===== src/rtl/cache_pkg.sv =====
package cache_pkg;

    typedef enum logic [2:0] {
        ST_IDLE   = 3'd0,
        ST_LOOKUP = 3'd1,
        ST_EVICT  = 3'd2,
        ST_FILL   = 3'd3,
        ST_WORD   = 3'd4
    } cache_state_e;

endpackage


===== src/rtl/cache_tag_store.sv =====
module cache_tag_store #(
    parameter int SET_W = 2,
    parameter int TAG_W = 6,
    parameter int WAYS  = 2,
    parameter int WAY_W = 1
) (
    input  logic             clk,
    input  logic             rst_n,
    input  logic [SET_W-1:0] lk_set,
    input  logic [TAG_W-1:0] lk_tag,
    output logic             hit,
    output logic [WAY_W-1:0] hit_way,
    input  logic [WAY_W-1:0] vic_way,
    output logic             vic_valid,
    output logic             vic_dirty,
    output logic [TAG_W-1:0] vic_tag,
    input  logic             wr_en,
    input  logic [WAY_W-1:0] wr_way,
    input  logic             wr_dirty
);
    localparam int SETS = 1 << SET_W;

    logic [WAYS-1:0]  valid_q [SETS];
    logic [WAYS-1:0]  valid_d [SETS];
    logic [WAYS-1:0]  dirty_q [SETS];
    logic [WAYS-1:0]  dirty_d [SETS];
    logic [TAG_W-1:0] tag_q   [SETS][WAYS];
    logic [TAG_W-1:0] tag_d   [SETS][WAYS];
    logic [WAYS-1:0]  match;

    // parallel compare, one comparator per way
    for (genvar w = 0; w < WAYS; w++) begin : g_cmp
        assign match[w] = valid_q[lk_set][w] && (tag_q[lk_set][w] == lk_tag);
    end

    assign hit = |match;

    always_comb begin
        hit_way = '0;
        for (int w = 0; w < WAYS; w++) begin
            if (match[w]) hit_way = WAY_W'(w);
        end
    end

    assign vic_valid = valid_q[lk_set][vic_way];
    assign vic_dirty = dirty_q[lk_set][vic_way];
    assign vic_tag   = tag_q[lk_set][vic_way];

    always_comb begin
        valid_d = valid_q;
        dirty_d = dirty_q;
        tag_d   = tag_q;
        if (wr_en) begin
            valid_d[lk_set][wr_way] = 1'b1;
            dirty_d[lk_set][wr_way] = wr_dirty;
            tag_d[lk_set][wr_way]   = lk_tag;
        end
    end

    always_ff @(posedge clk) begin
        if (!rst_n) begin
            for (int s = 0; s < SETS; s++) begin
                valid_q[s] <= '0;
                dirty_q[s] <= '0;
                for (int w = 0; w < WAYS; w++) tag_q[s][w] <= '0;
            end
        end else begin
            valid_q <= valid_d;
            dirty_q <= dirty_d;
            tag_q   <= tag_d;
        end
    end

    // duplicate installs of one tag would make two ways match
    assert_one_way_R3: assert property (@(posedge clk) disable iff (!rst_n)
        $onehot0(match));

endmodule


===== src/rtl/cache_data_store.sv =====
module cache_data_store #(
    parameter int SET_W  = 2,
    parameter int OFF_W  = 2,
    parameter int WAYS   = 2,
    parameter int WAY_W  = 1,
    parameter int DATA_W = 32
) (
    input  logic              clk,
    input  logic [SET_W-1:0]  set_idx,
    input  logic [WAY_W-1:0]  rd_way,
    input  logic [OFF_W-1:0]  rd_word,
    output logic [DATA_W-1:0] rd_data,
    input  logic              wr_en,
    input  logic [WAY_W-1:0]  wr_way,
    input  logic [OFF_W-1:0]  wr_word,
    input  logic [DATA_W-1:0] wr_data
);
    localparam int SETS    = 1 << SET_W;
    localparam int WORDS   = 1 << OFF_W;
    localparam int ENTRIES = SETS * WAYS * WORDS;
    localparam int IDX_W   = $clog2(ENTRIES);

    logic [DATA_W-1:0] mem_q [ENTRIES];
    logic [DATA_W-1:0] mem_d [ENTRIES];

    function automatic logic [IDX_W-1:0] flat(input logic [SET_W-1:0] s,
                                              input logic [WAY_W-1:0] w,
                                              input logic [OFF_W-1:0] o);
        return IDX_W'((int'(s) * WAYS + int'(w)) * WORDS + int'(o));
    endfunction

    assign rd_data = mem_q[flat(set_idx, rd_way, rd_word)];

    always_comb begin
        mem_d = mem_q;
        if (wr_en) mem_d[flat(set_idx, wr_way, wr_word)] = wr_data;
    end

    always_ff @(posedge clk) begin
        mem_q <= mem_d;
    end

endmodule


===== src/rtl/cache_ctrl_fsm.sv =====
module cache_ctrl_fsm
    import cache_pkg::*;
#(
    parameter int ADDR_W     = 10,
    parameter int DATA_W     = 32,
    parameter int OFF_W      = 2,
    parameter int SET_W      = 2,
    parameter int WAY_W      = 1,
    parameter int WRITE_BACK = 1
) (
    input  logic              clk,
    input  logic              rst_n,
    input  logic              req_valid,
    input  logic              req_write,
    input  logic [ADDR_W-1:0] req_addr,
    input  logic [DATA_W-1:0] req_wdata,
    output logic              req_ready,
    output logic              resp_valid,
    output logic [DATA_W-1:0] resp_rdata,
    output logic              resp_hit,
    input  logic [WAY_W-1:0]  victim_way,
    output logic              mem_req,
    output logic              mem_we,
    output logic [ADDR_W-1:0] mem_addr,
    output logic [DATA_W-1:0] mem_wdata,
    input  logic              mem_ack,
    input  logic [DATA_W-1:0] mem_rdata,
    // tag store side
    output logic [SET_W-1:0]  lk_set,
    output logic [ADDR_W-SET_W-OFF_W-1:0] lk_tag,
    input  logic              hit,
    input  logic [WAY_W-1:0]  hit_way,
    output logic [WAY_W-1:0]  vic_way_sel,
    input  logic              vic_valid,
    input  logic              vic_dirty,
    input  logic [ADDR_W-SET_W-OFF_W-1:0] vic_tag,
    output logic              tag_we,
    output logic [WAY_W-1:0]  tag_way,
    output logic              tag_dirty,
    // data store side
    output logic [WAY_W-1:0]  dat_rd_way,
    output logic [OFF_W-1:0]  dat_rd_word,
    input  logic [DATA_W-1:0] rd_data,
    output logic              dat_we,
    output logic [WAY_W-1:0]  dat_way,
    output logic [OFF_W-1:0]  dat_word,
    output logic [DATA_W-1:0] dat_wdata
);
    localparam int TAG_W = ADDR_W - SET_W - OFF_W;

    typedef struct packed {
        cache_state_e      state;
        logic [ADDR_W-1:0] addr;
        logic              write;
        logic [DATA_W-1:0] wdata;
        logic [WAY_W-1:0]  way;
        logic [OFF_W-1:0]  cnt;
        logic              missed;
        logic              resp_valid;
        logic              resp_hit;
        logic [DATA_W-1:0] resp_rdata;
    } ctrl_t;

    ctrl_t q, n;

    logic [OFF_W-1:0] offset;

    assign offset = q.addr[OFF_W-1:0];
    assign lk_set = q.addr[OFF_W +: SET_W];
    assign lk_tag = q.addr[ADDR_W-1 -: TAG_W];

    assign req_ready  = (q.state == ST_IDLE);
    assign resp_valid = q.resp_valid;
    assign resp_rdata = q.resp_rdata;
    assign resp_hit   = q.resp_hit;

    assign vic_way_sel = (q.state == ST_LOOKUP) ? victim_way : q.way;
    assign dat_rd_way  = (q.state == ST_EVICT) ? q.way : hit_way;
    assign dat_rd_word = (q.state == ST_EVICT) ? q.cnt : offset;

    // memory port, driven from registered state only
    always_comb begin
        mem_req   = (q.state == ST_EVICT) || (q.state == ST_FILL) || (q.state == ST_WORD);
        mem_we    = (q.state == ST_EVICT) || (q.state == ST_WORD);
        mem_wdata = (q.state == ST_EVICT) ? rd_data : q.wdata;
        unique case (q.state)
            ST_EVICT: mem_addr = {vic_tag, lk_set, q.cnt};
            ST_FILL:  mem_addr = {lk_tag, lk_set, q.cnt};
            default:  mem_addr = q.addr;
        endcase
    end

    always_comb begin
        n              = q;
        n.resp_valid   = 1'b0;
        tag_we         = 1'b0;
        tag_way        = hit_way;
        tag_dirty      = 1'b0;
        dat_we         = 1'b0;
        dat_way        = hit_way;
        dat_word       = offset;
        dat_wdata      = q.wdata;
        unique case (q.state)
            ST_IDLE: begin
                if (req_valid) begin
                    n.state  = ST_LOOKUP;
                    n.addr   = req_addr;
                    n.write  = req_write;
                    n.wdata  = req_wdata;
                    n.missed = 1'b0;
                end
            end
            ST_LOOKUP: begin
                if (hit) begin
                    if (!q.write) begin
                        n.resp_valid = 1'b1;
                        n.resp_hit   = !q.missed;
                        n.resp_rdata = rd_data;
                        n.state      = ST_IDLE;
                    end else begin
                        dat_we = 1'b1;
                        if (WRITE_BACK != 0) begin
                            tag_we       = 1'b1;
                            tag_dirty    = 1'b1;
                            n.resp_valid = 1'b1;
                            n.resp_hit   = !q.missed;
                            n.resp_rdata = '0;
                            n.state      = ST_IDLE;
                        end else begin
                            n.state = ST_WORD;
                        end
                    end
                end else begin
                    n.missed = 1'b1;
                    n.way    = victim_way;
                    n.cnt    = '0;
                    if (q.write && (WRITE_BACK == 0)) begin
                        n.state = ST_WORD;
                    end else if ((WRITE_BACK != 0) && vic_valid && vic_dirty) begin
                        n.state = ST_EVICT;
                    end else begin
                        n.state = ST_FILL;
                    end
                end
            end
            ST_EVICT: begin
                if (mem_ack) begin
                    n.cnt = q.cnt + 1'b1;
                    if (&q.cnt) n.state = ST_FILL;
                end
            end
            ST_FILL: begin
                dat_way   = q.way;
                dat_word  = q.cnt;
                dat_wdata = mem_rdata;
                if (mem_ack) begin
                    dat_we = 1'b1;
                    n.cnt  = q.cnt + 1'b1;
                    if (&q.cnt) begin
                        tag_we    = 1'b1;
                        tag_way   = q.way;
                        tag_dirty = 1'b0;
                        n.state   = ST_LOOKUP;
                    end
                end
            end
            ST_WORD: begin
                if (mem_ack) begin
                    n.resp_valid = 1'b1;
                    n.resp_hit   = !q.missed;
                    n.resp_rdata = '0;
                    n.state      = ST_IDLE;
                end
            end
            default: n.state = ST_IDLE;
        endcase
    end

    always_ff @(posedge clk) begin
        if (!rst_n) q <= '0;
        else        q <= n;
    end

    assert_mem_hold_R6: assert property (@(posedge clk) disable iff (!rst_n)
        (mem_req && !mem_ack) |=> (mem_req && $stable(mem_addr) && $stable(mem_we) && $stable(mem_wdata)));

    assert_resp_when_ready_R5: assert property (@(posedge clk) disable iff (!rst_n)
        resp_valid |-> req_ready);

    assert_evict_only_dirty_R8: assert property (@(posedge clk) disable iff (!rst_n)
        (q.state == ST_EVICT) |-> ((WRITE_BACK != 0) && vic_valid && vic_dirty));

    assert_refill_then_hit_R4: assert property (@(posedge clk) disable iff (!rst_n)
        (q.state == ST_FILL && mem_ack && (&q.cnt)) |=> hit);

endmodule


===== src/rtl/cache_lookup_ctrl.sv =====
module cache_lookup_ctrl #(
    parameter int ADDR_W     = 10,
    parameter int DATA_W     = 32,
    parameter int OFF_W      = 2,
    parameter int SET_W      = 2,
    parameter int WAYS       = 2,
    parameter int WAY_W      = (WAYS > 1) ? $clog2(WAYS) : 1,
    parameter int WRITE_BACK = 1
) (
    input  logic              clk,
    input  logic              rst_n,
    input  logic              req_valid,
    input  logic              req_write,
    input  logic [ADDR_W-1:0] req_addr,
    input  logic [DATA_W-1:0] req_wdata,
    output logic              req_ready,
    output logic              resp_valid,
    output logic [DATA_W-1:0] resp_rdata,
    output logic              resp_hit,
    input  logic [WAY_W-1:0]  victim_way,
    output logic              mem_req,
    output logic              mem_we,
    output logic [ADDR_W-1:0] mem_addr,
    output logic [DATA_W-1:0] mem_wdata,
    input  logic              mem_ack,
    input  logic [DATA_W-1:0] mem_rdata
);
    localparam int TAG_W = ADDR_W - SET_W - OFF_W;

    logic [SET_W-1:0]  lk_set;
    logic [TAG_W-1:0]  lk_tag;
    logic              hit;
    logic [WAY_W-1:0]  hit_way;
    logic [WAY_W-1:0]  vic_way_sel;
    logic              vic_valid;
    logic              vic_dirty;
    logic [TAG_W-1:0]  vic_tag;
    logic              tag_we;
    logic [WAY_W-1:0]  tag_way;
    logic              tag_dirty;
    logic [WAY_W-1:0]  dat_rd_way;
    logic [OFF_W-1:0]  dat_rd_word;
    logic [DATA_W-1:0] rd_data;
    logic              dat_we;
    logic [WAY_W-1:0]  dat_way;
    logic [OFF_W-1:0]  dat_word;
    logic [DATA_W-1:0] dat_wdata;

    cache_ctrl_fsm #(
        .ADDR_W(ADDR_W), .DATA_W(DATA_W), .OFF_W(OFF_W), .SET_W(SET_W),
        .WAY_W(WAY_W), .WRITE_BACK(WRITE_BACK)
    ) u_fsm (
        .clk(clk), .rst_n(rst_n),
        .req_valid(req_valid), .req_write(req_write), .req_addr(req_addr),
        .req_wdata(req_wdata), .req_ready(req_ready),
        .resp_valid(resp_valid), .resp_rdata(resp_rdata), .resp_hit(resp_hit),
        .victim_way(victim_way),
        .mem_req(mem_req), .mem_we(mem_we), .mem_addr(mem_addr),
        .mem_wdata(mem_wdata), .mem_ack(mem_ack), .mem_rdata(mem_rdata),
        .lk_set(lk_set), .lk_tag(lk_tag), .hit(hit), .hit_way(hit_way),
        .vic_way_sel(vic_way_sel), .vic_valid(vic_valid), .vic_dirty(vic_dirty),
        .vic_tag(vic_tag), .tag_we(tag_we), .tag_way(tag_way), .tag_dirty(tag_dirty),
        .dat_rd_way(dat_rd_way), .dat_rd_word(dat_rd_word), .rd_data(rd_data),
        .dat_we(dat_we), .dat_way(dat_way), .dat_word(dat_word), .dat_wdata(dat_wdata)
    );

    cache_tag_store #(
        .SET_W(SET_W), .TAG_W(TAG_W), .WAYS(WAYS), .WAY_W(WAY_W)
    ) u_tags (
        .clk(clk), .rst_n(rst_n),
        .lk_set(lk_set), .lk_tag(lk_tag), .hit(hit), .hit_way(hit_way),
        .vic_way(vic_way_sel), .vic_valid(vic_valid), .vic_dirty(vic_dirty),
        .vic_tag(vic_tag), .wr_en(tag_we), .wr_way(tag_way), .wr_dirty(tag_dirty)
    );

    cache_data_store #(
        .SET_W(SET_W), .OFF_W(OFF_W), .WAYS(WAYS), .WAY_W(WAY_W), .DATA_W(DATA_W)
    ) u_data (
        .clk(clk), .set_idx(lk_set),
        .rd_way(dat_rd_way), .rd_word(dat_rd_word), .rd_data(rd_data),
        .wr_en(dat_we), .wr_way(dat_way), .wr_word(dat_word), .wr_data(dat_wdata)
    );

endmodule


===== config.mk =====
export PLATFORM = sky130hd
export DESIGN_NAME = cache_lookup_ctrl
export DESIGN_NICKNAME = d
export VERILOG_FILES = /design/src/rtl/cache_pkg.sv /design/src/rtl/cache_tag_store.sv /design/src/rtl/cache_data_store.sv /design/src/rtl/cache_ctrl_fsm.sv /design/src/rtl/cache_lookup_ctrl.sv
export SDC_FILE = /design/constraint.sdc
export NUM_CORES = 2
export LEC_CHECK = 0
export BUFFER_PORTS_ARGS = -buffer_cell sky130_fd_sc_hd__buf_2
export CAP_MARGIN = 20
export CORE_MARGIN = 1.5
export CORE_UTILIZATION = 41
export CTS_BUF_LIST = sky130_fd_sc_hd__clkbuf_16
export CTS_CLUSTER_DIAMETER = 200
export CTS_CLUSTER_SIZE = 30
export DETAILED_ROUTE_END_ITERATION = 16
export HOLD_SLACK_MARGIN = 0.1
export MAX_ROUTING_LAYER = met4
export PLACE_DENSITY = 0.57
export SETUP_SLACK_MARGIN = 0.15
export SLEW_MARGIN = 10
export SYNTH_ARGS = -nofsm -noshare
export SYNTH_HDL_FRONTEND = slang
export SYNTH_HIERARCHICAL = 1
export SYNTH_SLANG_ARGS = --single-unit

===== constraint.sdc =====
create_clock -name clk -period 5.9 [get_ports clk]
set_input_delay 0 -clock clk [delete_from_list [all_inputs] [get_ports clk]]
set_output_delay 0 -clock clk [all_outputs]
set_load 0.01 [all_outputs]

# Word level (Yosys, flattened, before mapping)
# Index checks and enable logic that the tools add are counted.
# word_totals
in_bits,80
regBits,1172
output_inout_bits,79
# classes
bitwise_logic,7
n_lt_le_gt_ge,11
n_mux,70
reduce_logical,24
n_addsub,5
eq_ne,15
# ops
op,count
bitwise mux 1024 bit,1
two-way mux 32 bit,6
binary-select mux 32 bit (select 5 bit),1
demux 32 bit (select 5 bit),1
two-way mux 34 bit,2
one-hot mux 34 bit (2 select lines),1
bitwise mux 48 bit,1
two-way mux 46 bit,1
two-way mux 12 bit,3
binary-select mux 12 bit (select 2 bit),1
demux 12 bit (select 2 bit),1
two-way mux 6 bit,4
two-way mux 3 bit,7
two-way mux 1 bit,20
one-hot mux 10 bit (2 select lines),1
two-way mux 2 bit,8
"!= test 2 bit, second input constant",8
one-hot mux 3 bit (5 select lines),1
equality test 6 bit,2
"greater-or-equal comparator 6 bit, second input constant",2
NOT 5 -> 6 bit,2
adder 5 x 3 -> 5 bit,2
AND reduction 3 bit,3
binary-select mux 2 bit (select 2 bit),2
other kinds (31),51

# Logic depth before layout (Yosys ltp)
# logic_depth
word_depth,18
mapped_depth,17
depth_no_buf,12

# Cells and area by module
# The synthesis kept the hierarchy.
# modules_own_cells
mod,cells_per_inst,area_each_um2,seq_area_each_um2,n_inst
cache_data_store,2073,39050.0,30749.5,1
cache_ctrl_fsm,518,4501.8,1661.6,1
cache_tag_store,339,3305.7,1281.2,1

# Worst setup path before layout
# OpenSTA, ideal clock, no wires.
# synth_timing
kind,register to register
from,register u_fsm.q (netlist bit u_fsm/lk_set[1])
to,"register u_data/mem_q[224] (netlist bit), enable pin"
t_arrival_ns,4.999
setup_ns,0.461
slack_ns,0.440
n_path_buf,3
t_required_ns,5.439
path_stages_with_launch,13
period_less_slack_ns,5.460
path_cell_list,dfxtp_1 buf_4 buf_6 mux4_1 xor2_1 nor4_4 a41o_2 nand2_1 o21ai_0 and2_1 or3b_2 clkbuf_1 nor3_1
# synth_between
elab_chain_cells,9
word_cells_on_any_way,14
classes_between,eq/ne: 2; mux: 8; bitwise: 1; reduce/logical: 3
# synth_rtl
element,line_no,source
"start, declared",cache_ctrl_fsm.sv:64,"ctrl_t q, n;"
"start signal, assigned",cache_ctrl_fsm.sv:181,else q <= n;
NOT 2 -> 3 bit (implied by the code) (*),cache_tag_store.sv:33,assign match[w] = valid_q[lk_set][w] && (tag_q[lk_set][w] == lk_tag);
binary-select mux 12 bit (select 2 bit),cache_tag_store.sv:33,
two-way mux 12 bit (implied by the code) (2 in a row),cache_tag_store.sv:33,
equality test 6 bit,cache_tag_store.sv:33,
logical AND 1 bit,cache_tag_store.sv:33,
OR reduction 2 bit (*),cache_tag_store.sv:36,assign hit = |match;
named net hit,cache_lookup_ctrl.sv:32,logic hit;
two-way mux 1 bit (*),cache_ctrl_fsm.sv:114,if (hit) begin
one-hot mux 1 bit (2 select lines) (*),cache_ctrl_fsm.sv:103,unique case (q.state)
named net dat_we,cache_lookup_ctrl.sv:44,logic dat_we;
"end signal, assigned",cache_data_store.sv:40,mem_q <= mem_d;
"end, declared",cache_data_store.sv:23,logic [DATA_W-1:0] mem_q [ENTRIES];
# The timed path passes the listed nets; every way through them passes the cells marked *. The select of a mux whose other input is x is not followed.
# A chain may end at the register's enable or synchronous reset.

# Final worst setup path
# layout_timing
from,register u_fsm.q (netlist bit u_fsm/lk_set[1])
to,output mem_wdata[22]
# layout_between
elab_chain_cells,15
word_cells_on_any_way,18
classes_between,add/sub: 2; eq/ne: 1; mux: 12; bitwise: 2; reduce/logical: 1
# layout_rtl
element,line_no,source
NOT 2 -> 3 bit (implied by the code) (*),cache_tag_store.sv:33,
binary-select mux 12 bit (select 2 bit),cache_tag_store.sv:33,
two-way mux 12 bit (2 in a row),--,
equality test 6 bit,cache_tag_store.sv:33,
logical AND 1 bit (*),cache_tag_store.sv:33,
two-way mux 1 bit (*),cache_tag_store.sv:41,if (match[w]) hit_way = WAY_W'(w);
named net hit_way,cache_lookup_ctrl.sv:33,logic [WAY_W-1:0] hit_way;
two-way mux 1 bit (*),cache_ctrl_fsm.sv:78,assign dat_rd_way = (q.state == ST_EVICT) ? q.way : hit_way;
named net dat_rd_way,cache_lookup_ctrl.sv:41,logic [WAY_W-1:0] dat_rd_way;
adder 3 x 1 -> 3 bit (*),cache_data_store.sv:29,return IDX_W'((int'(s) * WAYS + int'(w)) * WORDS + int'(o));
adder 5 x 3 -> 5 bit (*),cache_data_store.sv:29,
NOT 5 -> 6 bit (implied by the code) (*),cache_data_store.sv:32,"assign rd_data = mem_q[flat(set_idx, rd_way, rd_word)];"
binary-select mux 32 bit (select 5 bit) (*),cache_data_store.sv:32,
two-way mux 32 bit (implied by the code) (*) (2 in a row),cache_data_store.sv:32,
named net rd_data[22],cache_lookup_ctrl.sv:43,logic [DATA_W-1:0] rd_data;
two-way mux 32 bit (*),cache_ctrl_fsm.sv:85,mem_wdata = (q.state == ST_EVICT) ? rd_data : q.wdata;
"end, declared",cache_lookup_ctrl.sv:24,"output logic [DATA_W-1:0] mem_wdata,"
# Marked as above.

==> impl_metrics.yaml <==
run_status:
  status: "finished, final reports clean"
sta:
  setup_violations: 0
  slew_headroom: 0.277
  setup_slack_ns: 0.274
  fin_crit_sh: 0.954
  worstMarginPinSlew_ns: 1.08
  period_needed_ns: 5.63
  max_freq_mhz: 178
  final.setup.tns_ns: 0
  rsz0062_at_grt: "no"
  hold_viol_final: 0
  timing_max_transition_violations_final: 0
  skew_ns: 0.0434
pwr:
  pwr_density_cell_mw_per_mm2: 278
  power_uw: 14400
  power.switching_uw: 3390
  share_comb_of_total_power: 0.095
  swShare: 0.235
  power_frac_clock: 0.270
  seqPwrFrac: 0.635
  intPower_uw: 11100
  leakage_uw: 0.0164
  vdd.ir_drop.worst_v: 0.000208
clocking:
  cts_sinks: 1171
  cts_tree: "yes"
  cts-root-buf: "clkbuf_16"
  cts-buffers-inserted: 45
  clk_path_buf_depth: 3
  clock_latency_ns: 0.67
  cts_max_level: 2
  cts.clk_slew.worst_paths_ns: 0.12
logic_synthesis:
  yosys_register_bits: 1171
  synthArstFlopShare: 0
  synth_cells: 2930
  yosysSeqAreaShare: 0.719
  yosys.area.top_type: "edfxtp_1"
  ys_warn_count: 6
  synthesis.area_mm2: 0.0469
  synth_area_leaders: "edfxtp_1 66%, mux2i_1 11%, dfxtp_1 6.3%"
  synth_edf_count: 1024
  synth_top_area_frac: 0.656
  post_synth.cell_area_avg_um2: 16.0
  synth_flop_cell: "edfxtp_1"
  synth_cell_types: 54
  syn-num-nets: 3011
global_route:
  grt_max_degree: 132
  grt.overflow.total: 0
  antenna_found_initial: 0
  grt_pass1_wl_um: 192000
  grt_use_total: 0.234
  grt_pass1_vias: 26600
worst_setup_path:
  worst-path-max-fanout: 38
  timing.critical_path.cells: "buf_6 > mux4_1 > xnor2_1 > nand4_1 > nor4_4 > mux2_2 > nand4bb_2 > buf_4 > o22ai_1 > nor4_2 > buf_4 > nand2_1 > mux2_2 > buf_2"
  cp-end-kind: "primary output"
  cp-start-kind: "register"
  cp.arrival_ns: 5.63
  reg2reg_depth: 15
  crit_family: "simple AND/OR/NAND/NOR gates"
  rrSetupSlack_ns: 1.04
  crit_slowest_cell: "nand4bb_2"
  required_ns: 5.90
  critPathBufInv: 4
  critPathMaxStageDelay_ns: 0.77
  reg2reg_to: "u_fsm/resp_rdata[18]$_SDFFE_PN0P_"
  criticalPathCategory: "register to primary output"
  r2r_start: "u_fsm/lk_set[1]$_SDFFE_PN0P_"
placement:
  place_ws_ns: 0.785
  dpl.hpwl_um: 81000
  gp_congestion: 0.888
  port_buffers: 158
die:
  die-area_mm2: 0.116
  rows: 123
  die_h_um: 341
  initial_core_util: 0.415
  coreArea_mm2: 0.113
  ioPinCount: 159
  dieWidth_um: 341
layout:
  nNetsFinal: 3209
  layout-drive-gt1-share: 0.156
  syn2layout_area_growth_pct: 11.0
  layout.cells.most_common_list: "1024 x edfxtp_1, 513 x mux2i_1, 256 x o22ai_1, 233 x nand2_1, 157 x buf_2"
  final_common_cell: "edfxtp_1"
  antenna-diode-count: 0
job:
  cap_violations: 0
worst_hold_path:
  min_path_type: "input pin to register"
  min-delay-start: "req_wdata[22]"
  hold_end: "u_fsm/q[60]$_SDFFE_PN0P_"
  whs_path_depth: 4
route:
  routed_wirelength_um: 135000
  final_antenna_net_count: 0
  via_per_inst: 5.80
  drc_errors: 0
  drt-pass1-iter-count: 8
  vias: 26900
  first_iter_violations: 2625
  wl_per_cell_um: 29.1
[registers in the layout, summed over array words and instances, names as in the netlist]
register / cells
u_data/mem_q: 1024
u_fsm/lk_set: 2
u_fsm/lk_tag: 6
u_fsm/offset: 2
u_fsm/q: 39
u_fsm/resp_hit: 1
u_fsm/resp_rdata: 32
u_fsm/resp_valid: 1
u_tags/dirty_q: 8
u_tags/tag_q: 48
u_tags/valid_q: 8
[routing by layer]
layer / up-vias / routed length [um] / global-route usage
met4: 0 / 5120 / 0.0788
met1: 14100 / 55200 / 0.298
met2: 898 / 68300 / 0.396
li1: 11700 / - / -
met5: - / 0 / -
met3: 181 / 6640 / 0.0202
[synth_stat cells, types with 38 or more instances]
| cell | instances |
|---|---|
| nand3_1 | 68 |
| a21boi_0 | 55 |
| nor4_1 | 64 |
| mux2i_1 | 513 |
| buf_2 | 97 |
| buf_4 | 49 |
| nand2_1 | 233 |
| clkbuf_1 | 56 |
| dfxtp_1 | 147 |
| o22ai_1 | 256 |
| mux2_2 | 88 |
| edfxtp_1 | 1024 |
| nor2_1 | 38 |
| o21ai_0 | 38 |
[kinds of logic after synthesis]
family                     Yosys count  synth area share
AOI/OAI and AO/OA                  408            0.0547
xor gates and xnor gates            13           0.00243
adders and majority gates            1          0.000267
buffers and inverters              236            0.0295
DFF                               1171             0.719
muxes                              627             0.144
and+or+nand+nor                    474            0.0499
[power groups by stage]
stage	registers (uW)	clock network, uW	logic (uW)
final	9180	3900	1380
after global routing	9180	4220	1440
after CTS	9170	3990	1370
after detailed placement	9360	0	1310
after global placement	9360	0	1290
after floorplan	9330	0	802
[stage by stage]
stage	cells	area (um^2)	util	hold slack, ns
after global routing	4646	52000	0.461	0.134
after detailed placement	4466	49600	0.439	0.241
after floorplan	2930	46900	-	0.130
after global placement	4466	49600	0.439	0.240
after CTS	4646	52000	0.460	0.100
final	4646	52000	0.461	0.135
[worst max path at each step]
stage,startpoint,endpoint,slack [ns],depth (start not counted)
detailed placement,u_fsm/lk_set[1]$_SDFFE_PN0P_,mem_wdata[24],0.79,12
CTS,u_fsm/lk_set[1]$_SDFFE_PN0P_,mem_wdata[21],0.15,13
floorplan,u_fsm/lk_set[1]$_SDFFE_PN0P_,u_data/mem_q[224]$_DFFE_PP_,0.44,12
global placement,u_fsm/lk_set[1]$_SDFFE_PN0P_,mem_wdata[24],0.90,12
global route,u_fsm/lk_set[1]$_SDFFE_PN0P_,mem_wdata[21],0.19,13
finish,u_fsm/lk_set[1]$_SDFFE_PN0P_,mem_wdata[22],0.27,14
[cell type report]
class,instances,area (um^2)
fill,9777,60900
sequential,1171,33700
multi-input combinational,1523,12100
timing repair buffer,387,3020
tap,1500,1880
clock buffer,45,1130
clock inverter,20,148
[worst min-delay path, stage by stage]
cell	delay, ns
dlygate4sd3_1	0.53
buf_2	0.13
nand2_1	0.06
o21ai_1	0.06
[repair_timing]
action | CTS | global route
endpoints found under the setup margin | 2 | 12
pin swaps | 0 | 0
gates resized for setup | 3 | 3
buffers inserted | 0 | 0
hold endpoints to repair | 125 | 0
hold buffers | 115 | 0
Power figures use the tool's default switching activity.
